==> src/rtl/irq_stat_pkg.sv <==
// Package: shared widths, register addresses and configuration bit positions
// for the interrupt status and mask controller.
package irq_stat_pkg;
    localparam int REG_W   = 8;
    localparam int N_BANKS = 2;
    localparam int ADDR_W  = 3;

    typedef enum logic [ADDR_W-1:0] {
        ADR_STAT1 = 3'd0,
        ADR_STAT2 = 3'd1,
        ADR_MASK1 = 3'd2,
        ADR_MASK2 = 3'd3,
        ADR_CFG   = 3'd4
    } reg_addr_e;

    localparam int CFG_EN   = 0;   // pin enable
    localparam int CFG_POL  = 1;   // 1 = active-high pin
    localparam int CFG_LCLR = 3;   // line clear / scan halt
endpackage

==> src/rtl/irq_event_bank.sv <==
// Module: one status register with its hidden event accumulator.
// Events collect in the shadow register; a transfer ORs shadow plus same-cycle
// events into the visible status and empties the shadow. A read-clear zeroes
// the status. Assumes evt carries one-cycle pulses.
module irq_event_bank #(
    parameter int W = 8
) (
    input  logic         clk,
    input  logic         rst_n,
    input  logic [W-1:0] evt,
    input  logic         xfer,
    input  logic         rd_clr,
    output logic [W-1:0] stat_q,
    output logic [W-1:0] shadow_q
);
    logic [W-1:0] shadow_all;

    // Combine held shadow bits with events arriving this cycle.
    always_comb shadow_all = shadow_q | evt;

    // Shadow accumulation: emptied on transfer, otherwise keeps collecting.
    always_ff @(posedge clk) begin
        if (!rst_n)    shadow_q <= '0;
        else if (xfer) shadow_q <= '0;
        else           shadow_q <= shadow_all;
    end

    // Visible status: read-clear then OR in transferred bits.
    always_ff @(posedge clk) begin
        if (!rst_n) stat_q <= '0;
        else        stat_q <= (rd_clr ? '0 : stat_q) | (xfer ? shadow_all : '0);
    end
endmodule

==> src/rtl/irq_cfg_regs.sv <==
// Module: mask and configuration registers written through the register port.
// Assumes one write per cycle; writes to status addresses are dropped.
module irq_cfg_regs
    import irq_stat_pkg::*;
#(
    parameter int W  = REG_W,
    parameter int NB = N_BANKS
) (
    input  logic              clk,
    input  logic              rst_n,
    input  logic              wr_en,
    input  logic [ADDR_W-1:0] wr_addr,
    input  logic [W-1:0]      wr_data,
    output logic [NB*W-1:0]   mask_q,
    output logic [W-1:0]      cfg_q
);
    // One mask register per bank, addressed after the status registers.
    for (genvar b = 0; b < NB; b++) begin : g_mask
        always_ff @(posedge clk) begin
            if (!rst_n) mask_q[b*W +: W] <= '0;
            else if (wr_en && wr_addr == ADDR_W'(int'(ADR_MASK1) + b))
                mask_q[b*W +: W] <= wr_data;
        end
    end

    // Configuration register.
    always_ff @(posedge clk) begin
        if (!rst_n) cfg_q <= '0;
        else if (wr_en && wr_addr == ADR_CFG) cfg_q <= wr_data;
    end
endmodule

==> src/rtl/irq_line_drive.sv <==
// Module: combines unmasked status and the chained input into the pin level.
// Assumes mask bit 0 = enabled; the line clear overrides all sources.
module irq_line_drive #(
    parameter int W  = 8,
    parameter int NB = 2
) (
    input  logic [NB*W-1:0] stat,
    input  logic [NB*W-1:0] mask,
    input  logic            en,
    input  logic            pol_high,
    input  logic            line_clr,
    input  logic            ext_n,
    output logic            irq_pin
);
    logic [NB-1:0] bank_hit;
    logic          active;

    // Per-bank reduction of unmasked status bits.
    for (genvar b = 0; b < NB; b++) begin : g_hit
        always_comb bank_hit[b] = |(stat[b*W +: W] & ~mask[b*W +: W]);
    end

    // Final gating and polarity.
    always_comb begin
        active  = en && !line_clr && ((|bank_hit) || !ext_n);
        irq_pin = pol_high ? active : !active;
    end
endmodule

==> src/rtl/irq_status_ctrl.sv <==
// Module: top of the interrupt status and mask controller. Instantiates one
// event bank per status register, the mask/config registers and the pin driver,
// and multiplexes the read port. Assumes rd_data is sampled in the read cycle.
module irq_status_ctrl
    import irq_stat_pkg::*;
(
    input  logic                    clk,
    input  logic                    rst_n,
    input  logic [N_BANKS*REG_W-1:0] evt,
    input  logic                    scan_done,
    output logic                    scan_halt,
    input  logic                    wr_en,
    input  logic [ADDR_W-1:0]       wr_addr,
    input  logic [REG_W-1:0]        wr_data,
    input  logic                    rd_en,
    input  logic [ADDR_W-1:0]       rd_addr,
    output logic [REG_W-1:0]        rd_data,
    input  logic                    int_in_n,
    output logic                    irq_pin
);
    localparam int TOT_W = N_BANKS * REG_W;

    logic [TOT_W-1:0] stat_flat;
    logic [TOT_W-1:0] shadow_flat;
    logic [TOT_W-1:0] mask_flat;
    logic [REG_W-1:0] cfg_q;
    logic             xfer;

    // Halt follows the line-clear bit; strobes during a halt do not transfer.
    always_comb begin
        scan_halt = cfg_q[CFG_LCLR];
        xfer      = scan_done && !scan_halt;
    end

    for (genvar b = 0; b < N_BANKS; b++) begin : g_bank
        logic rd_clr;
        // Read-clear for the status register this bank owns.
        always_comb rd_clr = rd_en && (rd_addr == ADDR_W'(b));
        irq_event_bank #(.W(REG_W)) u_bank (
            .clk      (clk),
            .rst_n    (rst_n),
            .evt      (evt[b*REG_W +: REG_W]),
            .xfer     (xfer),
            .rd_clr   (rd_clr),
            .stat_q   (stat_flat[b*REG_W +: REG_W]),
            .shadow_q (shadow_flat[b*REG_W +: REG_W])
        );
    end

    irq_cfg_regs #(.W(REG_W), .NB(N_BANKS)) u_cfg (
        .clk     (clk),
        .rst_n   (rst_n),
        .wr_en   (wr_en),
        .wr_addr (wr_addr),
        .wr_data (wr_data),
        .mask_q  (mask_flat),
        .cfg_q   (cfg_q)
    );

    irq_line_drive #(.W(REG_W), .NB(N_BANKS)) u_drive (
        .stat     (stat_flat),
        .mask     (mask_flat),
        .en       (cfg_q[CFG_EN]),
        .pol_high (cfg_q[CFG_POL]),
        .line_clr (cfg_q[CFG_LCLR]),
        .ext_n    (int_in_n),
        .irq_pin  (irq_pin)
    );

    // Read multiplexer: status, masks, configuration.
    always_comb begin
        case (rd_addr)
            ADR_STAT1: rd_data = stat_flat[0 +: REG_W];
            ADR_STAT2: rd_data = stat_flat[REG_W +: REG_W];
            ADR_MASK1: rd_data = mask_flat[0 +: REG_W];
            ADR_MASK2: rd_data = mask_flat[REG_W +: REG_W];
            ADR_CFG:   rd_data = cfg_q;
            default:   rd_data = '0;
        endcase
    end
endmodule

==> config.mk <==
export PLATFORM = sky130hd
export DESIGN_NAME = irq_status_ctrl
export DESIGN_NICKNAME = d
export VERILOG_FILES = /design/src/rtl/irq_stat_pkg.sv /design/src/rtl/irq_event_bank.sv /design/src/rtl/irq_cfg_regs.sv /design/src/rtl/irq_line_drive.sv /design/src/rtl/irq_status_ctrl.sv
export SDC_FILE = /design/constraint.sdc
export NUM_CORES = 1
export LEC_CHECK = 0
export BUFFER_PORTS_ARGS = -buffer_cell sky130_fd_sc_hd__buf_2
export CAP_MARGIN = 25
export CORE_ASPECT_RATIO = 0.75
export CORE_MARGIN = 3
export CORE_UTILIZATION = 50
export CTS_BUF_LIST = sky130_fd_sc_hd__clkbuf_4 sky130_fd_sc_hd__clkbuf_8
export CTS_CLUSTER_DIAMETER = 80
export DETAILED_ROUTE_END_ITERATION = 16
export PLACE_DENSITY = 0.73
export SYNTH_ARGS = -nofsm -noshare
export SYNTH_HDL_FRONTEND = slang
export SYNTH_SLANG_ARGS = --single-unit
==> constraint.sdc <==
create_clock -name clk -period 2.5 [get_ports clk]
set_input_delay 0.25 -clock clk [delete_from_list [all_inputs] [get_ports clk]]
set_output_delay 0.25 -clock clk [all_outputs]
set_load 0.03 [all_outputs]
==> results_dict.tcl, run 1 <==
set metrics [dict create \
    wl_mm 5.57 \
    cts.sinks 56 \
    grt_pass1_wl_mm 8.89 \
    slew_headroom_pct 60.7 \
    min_period_over_period_pct 81.7 \
    initial_utilization_pct 53.6 \
    clock_latency_ns 0.31 \
    cts_tree "built" \
    clock_path_buffers 2 \
    antenna_found_initial 0 \
    status "completed" \
    nets 372 \
    peakVddDrop_v 0.000362 \
    avgSynthCellArea_um2 8.38 \
    critPathLaunchType "flip-flop" \
    min_to "g_bank[1].u_bank.shadow_q[7]" \
    synthCells 296 \
    timing.rr.end "g_bank[1].u_bank.shadow_q[0]" \
    cts_hold_repair.buffers 0 \
    place_congestion 0.894 \
    path_class "flip-flop to primary output" \
    cts_made_buffers 5 \
    synth_xor_area_share_pct 0.353 \
    coreArea_um2 4620 \
    rows 21 \
    maxSlewViolCount 0 \
    vias_per_cell 5.31 \
    synth-simple-area-share_pct 21.0 \
    pwr_density_cell_nw_per_um2 595 \
    areaGrowthSynthToFinish_pct 13.5 \
    critPathCaptureType "primary output" \
    synth_nets 332 \
    min_path_cells 3 \
    boundaryPins 46 \
    r2r_slack_ns 1.23 \
    die_h_um 67.0 \
    hold_class "primary input to flip-flop" \
    cpPeakStageDelay_ns 0.40 \
    async_flop_share_pct 0 \
    min_period_ns 2.04 \
    fin_skew_ns 0.00446 \
    placedInstanceArea_um2 2720 \
    setup_viol 0 \
    r2r_cells 3 \
    synth.top_cells.by_count "dfxtp_1 (56), nand2_1 (50), nor2_1 (39)" \
    drive_gt1_share_pct 17.5 \
    cp_max_fo 3 \
    cp.required_ns 2.25 \
    grt_start_max_net_pins 41 \
    setup_tns_ns 0 \
    fin_ws_ns 0.458 \
    final_area_um2 2810 \
    grt_usage_pct 19.9 \
    dp_worst_setup_slack_ns 0.812 \
    yosysTopAreaCell "dfxtp_1" \
    wl_per_cell_um 14.1 \
    synthTopCellsByArea "dfxtp_1 (45%), a21boi_0 (9.7%), mux2i_1 (8.1%), nand2_1 (7.6%), nor2_1 (5.9%)" \
    max_freq_mhz 490 \
    critPathArrivalTime_ns 1.79 \
    drv_cap 0 \
    synth_edf_count 0 \
    path_cells "inv_1 -> o21ai_1 -> nor3_1 -> a311oi_1 -> xnor2_1 -> buf_2" \
    dieArea_um2 5850 \
    synth_top_family_by_area "simple AND/OR/NAND/NOR gates" \
    fin_hold_ws_ns 0.154 \
    yosysMostFrequentCell "dfxtp_1" \
    grt_pass1_vias 1835 \
    post-cts-setup-buffer-count 0 \
    via_count 2094 \
    io_buffer_count 45 \
    hpwl_mm 4.27 \
    synth_top_area_share_pct 45.2 \
    ant_nets 0 \
    first_pass_iters 5 \
    h-tree-depth 2 \
    die_w_um 87.3 \
    synth-seq-cells 56 \
    clkTransAtPathRegs_ns 0.10 \
    leakage_nw 1.13 \
    power.total_mw 1.67 \
    netlist_area_um2 2480 \
    yosysWarnings 0 \
    slowest_stage "a311oi_1" \
    num_antenna_cells 0 \
    drt_iter0_drc 160 \
    synth.mux.area_fraction_pct 8.98 \
    post-route-drc-count 0 \
    seq_area_frac_synth_pct 45.2 \
    worstMarginPinSlew_ns 0.589 \
    synth_ff_type "dfxtp_1" \
    synth_compound_area_share_pct 19.4 \
    final-hold-violation-count 0 \
    r2r-start "u_cfg.cfg_q[3]" \
    synth.distinct_cells 31 \
    min_from "evt[15]" \
    synthAdderAreaFrac_pct 0 \
    cts-resized-gates 0 \
    grt_setup_unrepaired "false" \
    root_buffer "clkbuf_8" \
    grt-ovfl-total 0 \
]
sequential cells by signal, summed over array words and instances (netlist names):
register	flops
g_bank.u_bank.shadow_q	16
g_bank.u_bank.stat_q	16
u_cfg.cfg_q	8
u_cfg.mask_q	16
how the worst max path moves through the flow:
stage / endpoint / cells past startpoint / slack [ns] / start
after detailed placement: rd_data[5] / 5 / 0.81 / rd_addr[1]
after global placement: irq_pin / 6 / 0.84 / g_bank[0].u_bank.stat_q[1]
after global routing: irq_pin / 6 / 0.37 / g_bank[0].u_bank.stat_q[1]
final: irq_pin / 6 / 0.46 / g_bank[0].u_bank.stat_q[1]
after floorplan: irq_pin / 5 / 0.89 / u_cfg.mask_q[13]
after CTS: irq_pin / 6 / 0.48 / g_bank[0].u_bank.stat_q[1]
layout make-up:
type,count,area (µm²)
fill,445,1810
multi-input combinational,211,1230
sequential,56,1120
timing repair buffer,47,240
tap,57,71.3
clock buffer,5,68.8
inverter,15,56.3
clock inverter,3,22.5
stage by stage:
step / cells / utilization (%)
global placement: 386 / 58.9
CTS: 394 / 60.8
global route: 394 / 60.8
detailed placement: 386 / 58.9
floorplan: 296 / -
finish: 394 / 60.8
critical path, delay by kind of cell (launching register included):
family | cells | cell delay, ns
XOR/XNOR | 1 | 0.16
AND/OR/NAND/NOR | 1 | 0.09
flip-flops | 1 | 0.39
AO/OA/AOI/OAI | 2 | 0.58
buffers and inverters | 2 | 0.27
per-layer routing:
metal  track usage, %  routed length [µm]
met1             29.4                2790
met2             28.7                2300
met3             4.08                 437
met4             6.32                  40
met5                0                   0
report_power, final:
| part | total [mW] | leakage, nW | internal [mW] | switching [mW] |
|---|---|---|---|---|
| Combinational | 0.210 | 0.622 | 0.0917 | 0.118 |
| Sequential | 0.962 | 0.459 | 0.934 | 0.0287 |
| Clock | 0.502 | 0.0485 | 0.201 | 0.300 |
placed cells by master (no fill, tap or decap), types with 2 or more instances in the layout:
cell type,count
nand3_1,2
buf_2,45
nor3_1,2
dfxtp_1,56
o22ai_1,10
o21ai_0,18
nand3b_1,2
mux2i_1,20
nand2b_1,5
buf_4,2
and3b_1,2
a21oi_1,7
a21boi_0,32
inv_1,15
nand2_1,50
clkbuf_8,5
and2b_1,2
nor2b_1,9
nor2_1,39
cells by family (layout without fill, tap and decap cells):
| logic type | after synthesis | after routing |
|---|---|---|
| multiplexers | 21 | 21 |
| flip-flops | 56 | 56 |
| AND/OR/NAND/NOR | 116 | 116 |
| AO/OA/AOI/OAI | 73 | 73 |
| buffers and inverters | 29 | 70 |
| XOR/XNOR | 1 | 1 |
Power figures use the tool's default switching activity.
==> inputs of run 2 (changes only) <==
PLACE_DENSITY = 0.76   (was 0.73)
clock period = 1.7 ns   (was 2.5 ns; I/O delays follow)
==> run 2 against run 1 <==
Against the previous run:
- the flow now finishes with violations (setup timing)
- clock skew is essentially flat
- non-clock buffer count grew 7
- sequential cell count is the same
- die area is the same
==> results_dict.tcl, run 2 (synthesized netlist as in run 1, its figures left out) <==
set metrics [dict create \
    timing.rr.end "g_bank[1].u_bank.shadow_q[1]" \
    place_congestion 0.959 \
    cts_hold_repair.buffers 0 \
    min_period_ns 1.76 \
    min_to "g_bank[0].u_bank.shadow_q[0]" \
    slew_headroom_pct 70.8 \
    pwr_density_cell_nw_per_um2 842 \
    critPathLaunchType "flip-flop" \
    grt_pass1_vias 1987 \
    violations "setup timing" \
    slowest_stage "a222oi_1" \
    reg.largest.list "g_bank.u_bank.shadow_q: 16 flops, g_bank.u_bank.stat_q: 16 flops, u_cfg.mask_q: 16 flops" \
    drv_cap 0 \
    r2r-start "u_cfg.cfg_q[3]" \
    maxSlewViolCount 0 \
    power.total_mw 2.45 \
    num_antenna_cells 0 \
    final_common_cell "nand2_1" \
    drive_gt1_share_pct 24.2 \
    worstMarginPinSlew_ns 0.438 \
    root_buffer "clkbuf_8" \
    grt_pass1_wl_mm 9.65 \
    path_class "flip-flop to primary output" \
    fin_skew_ns 0.00475 \
    final-hold-violation-count 0 \
    cp.required_ns 1.53 \
    path_cells "inv_2 -> a222oi_1 -> a311oi_2 -> xnor2_1 -> buf_4" \
    clock_path_buffers 2 \
    first_pass_iters 4 \
    h-tree-depth 2 \
    via_count 2144 \
    cts.sinks 56 \
    rows 21 \
    fin_hold_ws_ns 0.0865 \
    die_h_um 67.0 \
    layout_common_cells "nand2_1 (50), dfxtp_1 (47), buf_2 (43)" \
    min_path_cells 3 \
    dieArea_um2 5850 \
    cpPeakStageDelay_ns 0.38 \
    die_w_um 87.3 \
    fin_util_pct 63.0 \
    cts_made_buffers 5 \
    clock_latency_ns 0.30 \
    critPathCaptureType "primary output" \
    areaGrowthSynthToFinish_pct 17.5 \
    final_cells 400 \
    grt-ovfl-total 0 \
    critPathArrivalTime_ns 1.59 \
    r2r_slack_ns 0.50 \
    post-route-drc-count 0 \
    fin_ws_ns -0.0647 \
    leakage_nw 1.18 \
    wl_per_cell_um 14.8 \
    dp_worst_setup_slack_ns 0.156 \
    status "complete, but fails checks" \
    cts_tree "built" \
    nets 379 \
    wl_mm 5.92 \
    io_buffer_count 45 \
    min_period_over_period_pct 104 \
    ant_nets 0 \
    drt_iter0_drc 128 \
    grt_setup_unrepaired "true" \
    hpwl_mm 4.27 \
    antenna_found_initial 0 \
    clkTransAtPathRegs_ns 0.09 \
    initial_utilization_pct 53.6 \
    min_from "evt[0]" \
    peakVddDrop_v 0.000578 \
    max_freq_mhz 567 \
    timing.critical_path.from "u_cfg.mask_q[9]" \
    grt_usage_pct 21.8 \
    dp_cells 391 \
    r2r_cells 4 \
    cp_max_fo 3 \
    vias_per_cell 5.36 \
    coreArea_um2 4620 \
    grt_start_max_net_pins 30 \
    hold_class "primary input to flip-flop" \
    boundaryPins 46 \
    setup_viol 1 \
]
run 2: cell count changes in the layout (fill, tap and decap cells not counted), sizes merged:
| cell | previous run | this run |
|---|---|---|
| clkbuf | 5 | 6 |
| clkinv | 2 | 1 |
| inv | 16 | 15 |
| buf | 47 | 54 |
run 2: power breakdown:
group | switching (mW) | leakage, nW | internal [mW]
Clock | 0.394 | 0.0445 | 0.297
Sequential | 0.0424 | 0.462 | 1.38
Combinational | 0.190 | 0.673 | 0.154
Total | 0.627 | 1.18 | 1.83
run 2: worst max-delay path by stage:
stage / slack (ns) / endpoint / cells past startpoint
3_5_place_dp: 0.16 / irq_pin / 6
6_report: -0.06 / irq_pin / 5
3_3_place_gp: 0.17 / irq_pin / 6
2_1_floorplan: 0.17 / irq_pin / 5
5_1_grt: -0.09 / irq_pin / 5
4_1_cts: -0.07 / irq_pin / 5
run 2: final cells by class:
class / count / area, µm²
sequential: 56 / 1130
tap: 57 / 71.3
clock buffer: 6 / 76.3
timing repair buffer: 54 / 302
multi-input combinational: 211 / 1270
inverter: 15 / 56.3
clock inverter: 1 / 5.00
fill: 427 / 1710
run 2: per-stage QoR:
| step | TNS [ns] | area (µm²) |
|---|---|---|
| 3_5_place_dp | 0 | 2760 |
| 6_report | -0.0647 | 2910 |
| 5_1_grt | -0.0915 | 2910 |
| 4_1_cts | -0.0719 | 2880 |
| 2_1_floorplan | 0 | 2480 |
| 3_3_place_gp | 0 | 2760 |
run 2: routing by layer:
| metal | vias up | GRT usage, % | part of all wire [%] |
|---|---|---|---|
| met5 | - | 0 | 0 |
| met4 | 0 | 6.90 | 1.1 |
| met3 | 6 | 3.71 | 5.8 |
| met2 | 66 | 33.9 | 46 |
| met1 | 986 | 30.7 | 47 |
| li1 | 1086 | - | - |
run 2: worst max-delay path, delay by kind of cell, from the launching register on:
| family | cells | cell delay, ns |
|---|---|---|
| AOI/OAI and AO/OA | 2 | 0.57 |
| DFF | 1 | 0.36 |
| xor gates and xnor gates | 1 | 0.16 |
| buffers and inverters | 2 | 0.22 |
run 2: timing repair:
action / CTS / global route
hold endpoints to repair: 0 / 0
setup buffers: 1 / 1
setup endpoints to repair: 2 / 1
pin swaps: 4 / 3
gates resized for setup: 9 / 13
==> inputs of run 3 (changes only) <==
CORE_ASPECT_RATIO = 1.25   (was 0.75)
GPL_TIMING_DRIVEN = 0   (was unset)
==> run 3 against run 2 <==
Against the previous run:
- the flow still finishes with violations (setup timing)
- non-clock buffer count increased by 8
- sequential cell count stayed put
- worst setup slack improved by 0.042 ns
- utilization decreased by 0.75 points
- via count increased by 2.5%
- critical endpoint unchanged
- largest power group unchanged
==> results_dict.tcl, run 3 (synthesized netlist as in run 1, its figures left out) <==
set metrics [dict create \
    r2r_cells 4 \
    wl_mm 5.89 \
    path_class "flip-flop to primary output" \
    nets 387 \
    path_buf_inv 1 \
    grt_usage_pct 21.2 \
    peakVddDrop_v 0.000690 \
    drt_iter0_drc 174 \
    io_buffer_count 44 \
    wl_per_cell_um 14.3 \
    setup_viol 1 \
    grt_start_max_net_pins 19 \
    violations "setup timing" \
    grt-ovfl-total 0 \
    cpPeakStageDelay_ns 0.33 \
    die_h_um 84.7 \
    routed-wl-met3_um 320 \
    first_pass_iters 4 \
    top_layer_used "met4" \
    clock_path_buffers 2 \
    clkTransAtPathRegs_ns 0.10 \
    min_period_over_period_pct 101 \
    grt_setup_unrepaired "true" \
    cts_tree "built" \
    r2r-start "u_cfg.cfg_q[3]" \
    min_path_cells 3 \
    areaGrowthSynthToFinish_pct 19.6 \
    min_from "evt[15]" \
    min_period_ns 1.72 \
    worstMarginPinSlew_ns 0.424 \
    power.total_mw 2.50 \
    hold_class "primary input to flip-flop" \
    cts_made_buffers 5 \
    h-tree-depth 2 \
    path_cells "nand2b_1 -> o2111ai_2 -> nor3_2 -> a311oi_2 -> xnor2_1 -> buf_4" \
    critPathLaunchType "flip-flop" \
    die_w_um 69.0 \
    drive_gt1_share_pct 27.6 \
    slowest_stage "dfxtp_2" \
    slew_headroom_pct 71.7 \
    clock_latency_ns 0.31 \
    pwr_density_cell_nw_per_um2 843 \
    max_freq_mhz 580 \
    status "complete, but fails checks" \
    num_antenna_cells 0 \
    rows 28 \
    fin_util_pct 62.3 \
    boundaryPins 46 \
    ant_nets 0 \
    critPathArrivalTime_ns 1.55 \
    grt_pass1_wl_mm 9.40 \
    cp.required_ns 1.53 \
    fin_ws_ns -0.0228 \
    maxSlewViolCount 0 \
    dieArea_um2 5850 \
    critPathTopFamily "compound AO/OA/AOI/OAI gates" \
    dr_wl_met2_mm 2.89 \
    final-hold-violation-count 0 \
    hpwl_mm 4.34 \
    min_to "g_bank[1].u_bank.shadow_q[7]" \
    timing.rr.end "g_bank[1].u_bank.stat_q[6]" \
    met1_length_mm 2.56 \
    grt_pass1_vias 2043 \
    leakage_nw 1.21 \
    fin_skew_ns 0.00841 \
    reg.largest.list "g_bank.u_bank.shadow_q: 16 flops, g_bank.u_bank.stat_q: 16 flops, u_cfg.mask_q: 16 flops" \
    critPathCaptureType "primary output" \
    vias_per_cell 5.33 \
    drv_cap 0 \
    timing.critical_path.from "u_cfg.mask_q[7]" \
    cts.sinks 56 \
    via_count 2198 \
    root_buffer "clkbuf_8" \
    initial_utilization_pct 52.0 \
    antenna_found_initial 0 \
    r2r_slack_ns 0.37 \
    final_common_cell "nand2_1" \
    cp_max_fo 2 \
    coreArea_um2 4760 \
    place_congestion 0.919 \
    layout_common_cells "nand2_1 (50), buf_2 (49), nor2_1 (39), dfxtp_1 (39), a21boi_0 (32)" \
    post-route-drc-count 0 \
]
## run 3: cell types whose count changed in the layout (fill, tap and decap cells not counted), moves of 3 or more
cell	before	now
dfxtp_1	47	39
dfxtp_2	9	17
buf_2	43	49
clkbuf_1	0	5
buf_4	10	7
## run 3: worst reg2reg max path, cell delays in order (launching register included)
cell      delay, ns
dfxtp_2        0.38
nor2b_4        0.19
clkbuf_1       0.30
o21ai_0        0.18
a21boi_0       0.20
## run 3: cell type report
type / count / area [µm²]
clock buffers: 5 / 68.8
multi-input cells: 211 / 1280
flip-flops and latches: 56 / 1140
plain buffers: 14 / 68.8
clock inverters: 3 / 22.5
repair buffers: 48 / 253
well taps: 60 / 75.1
fillers: 445 / 1800
inverters: 15 / 56.3
## run 3: where the power goes
group | switching (mW) | total [mW] | internal, mW
combinational | 0.186 | 0.339 | 0.152
sequential | 0.0472 | 1.42 | 1.38
clock | 0.442 | 0.739 | 0.296
total | 0.676 | 2.50 | 1.83
## run 3: timing repair
item	CTS	global route
setup endpoints to repair	1	2
hold buffers	0	0
setup buffers	4	0
pin swaps	5	3
gates resized for setup	19	10
## run 3: worst max path at each step
| stage | to | depth (start not counted) |
|---|---|---|
| after global routing | irq_pin | 6 |
| after detailed placement | irq_pin | 6 |
| after CTS | irq_pin | 5 |
| final | irq_pin | 6 |
| after global placement | irq_pin | 6 |
| after floorplan | irq_pin | 5 |
## run 3: per-stage QoR
stage,setup TNS [ns],setup slack (ns),hold WS (ns),cells,instance area (µm²)
finish,-0.0228,-0.0228,0.0707,412,2970
floorplan,0,0.172,0.291,296,2480
detailed placement,0,0.156,0.397,400,2780
CTS,-0.0581,-0.0581,0.0678,412,2940
global placement,0,0.158,0.390,400,2780
global route,-0.0889,-0.0889,0.0601,412,2970
## run 3: layer usage
layer / track usage [%] / vias up
li1: - / 1102
met4: 7.45 / 0
met5: 0 / -
met2: 35.0 / 68
met3: 4.15 / 11
met1: 26.9 / 1017
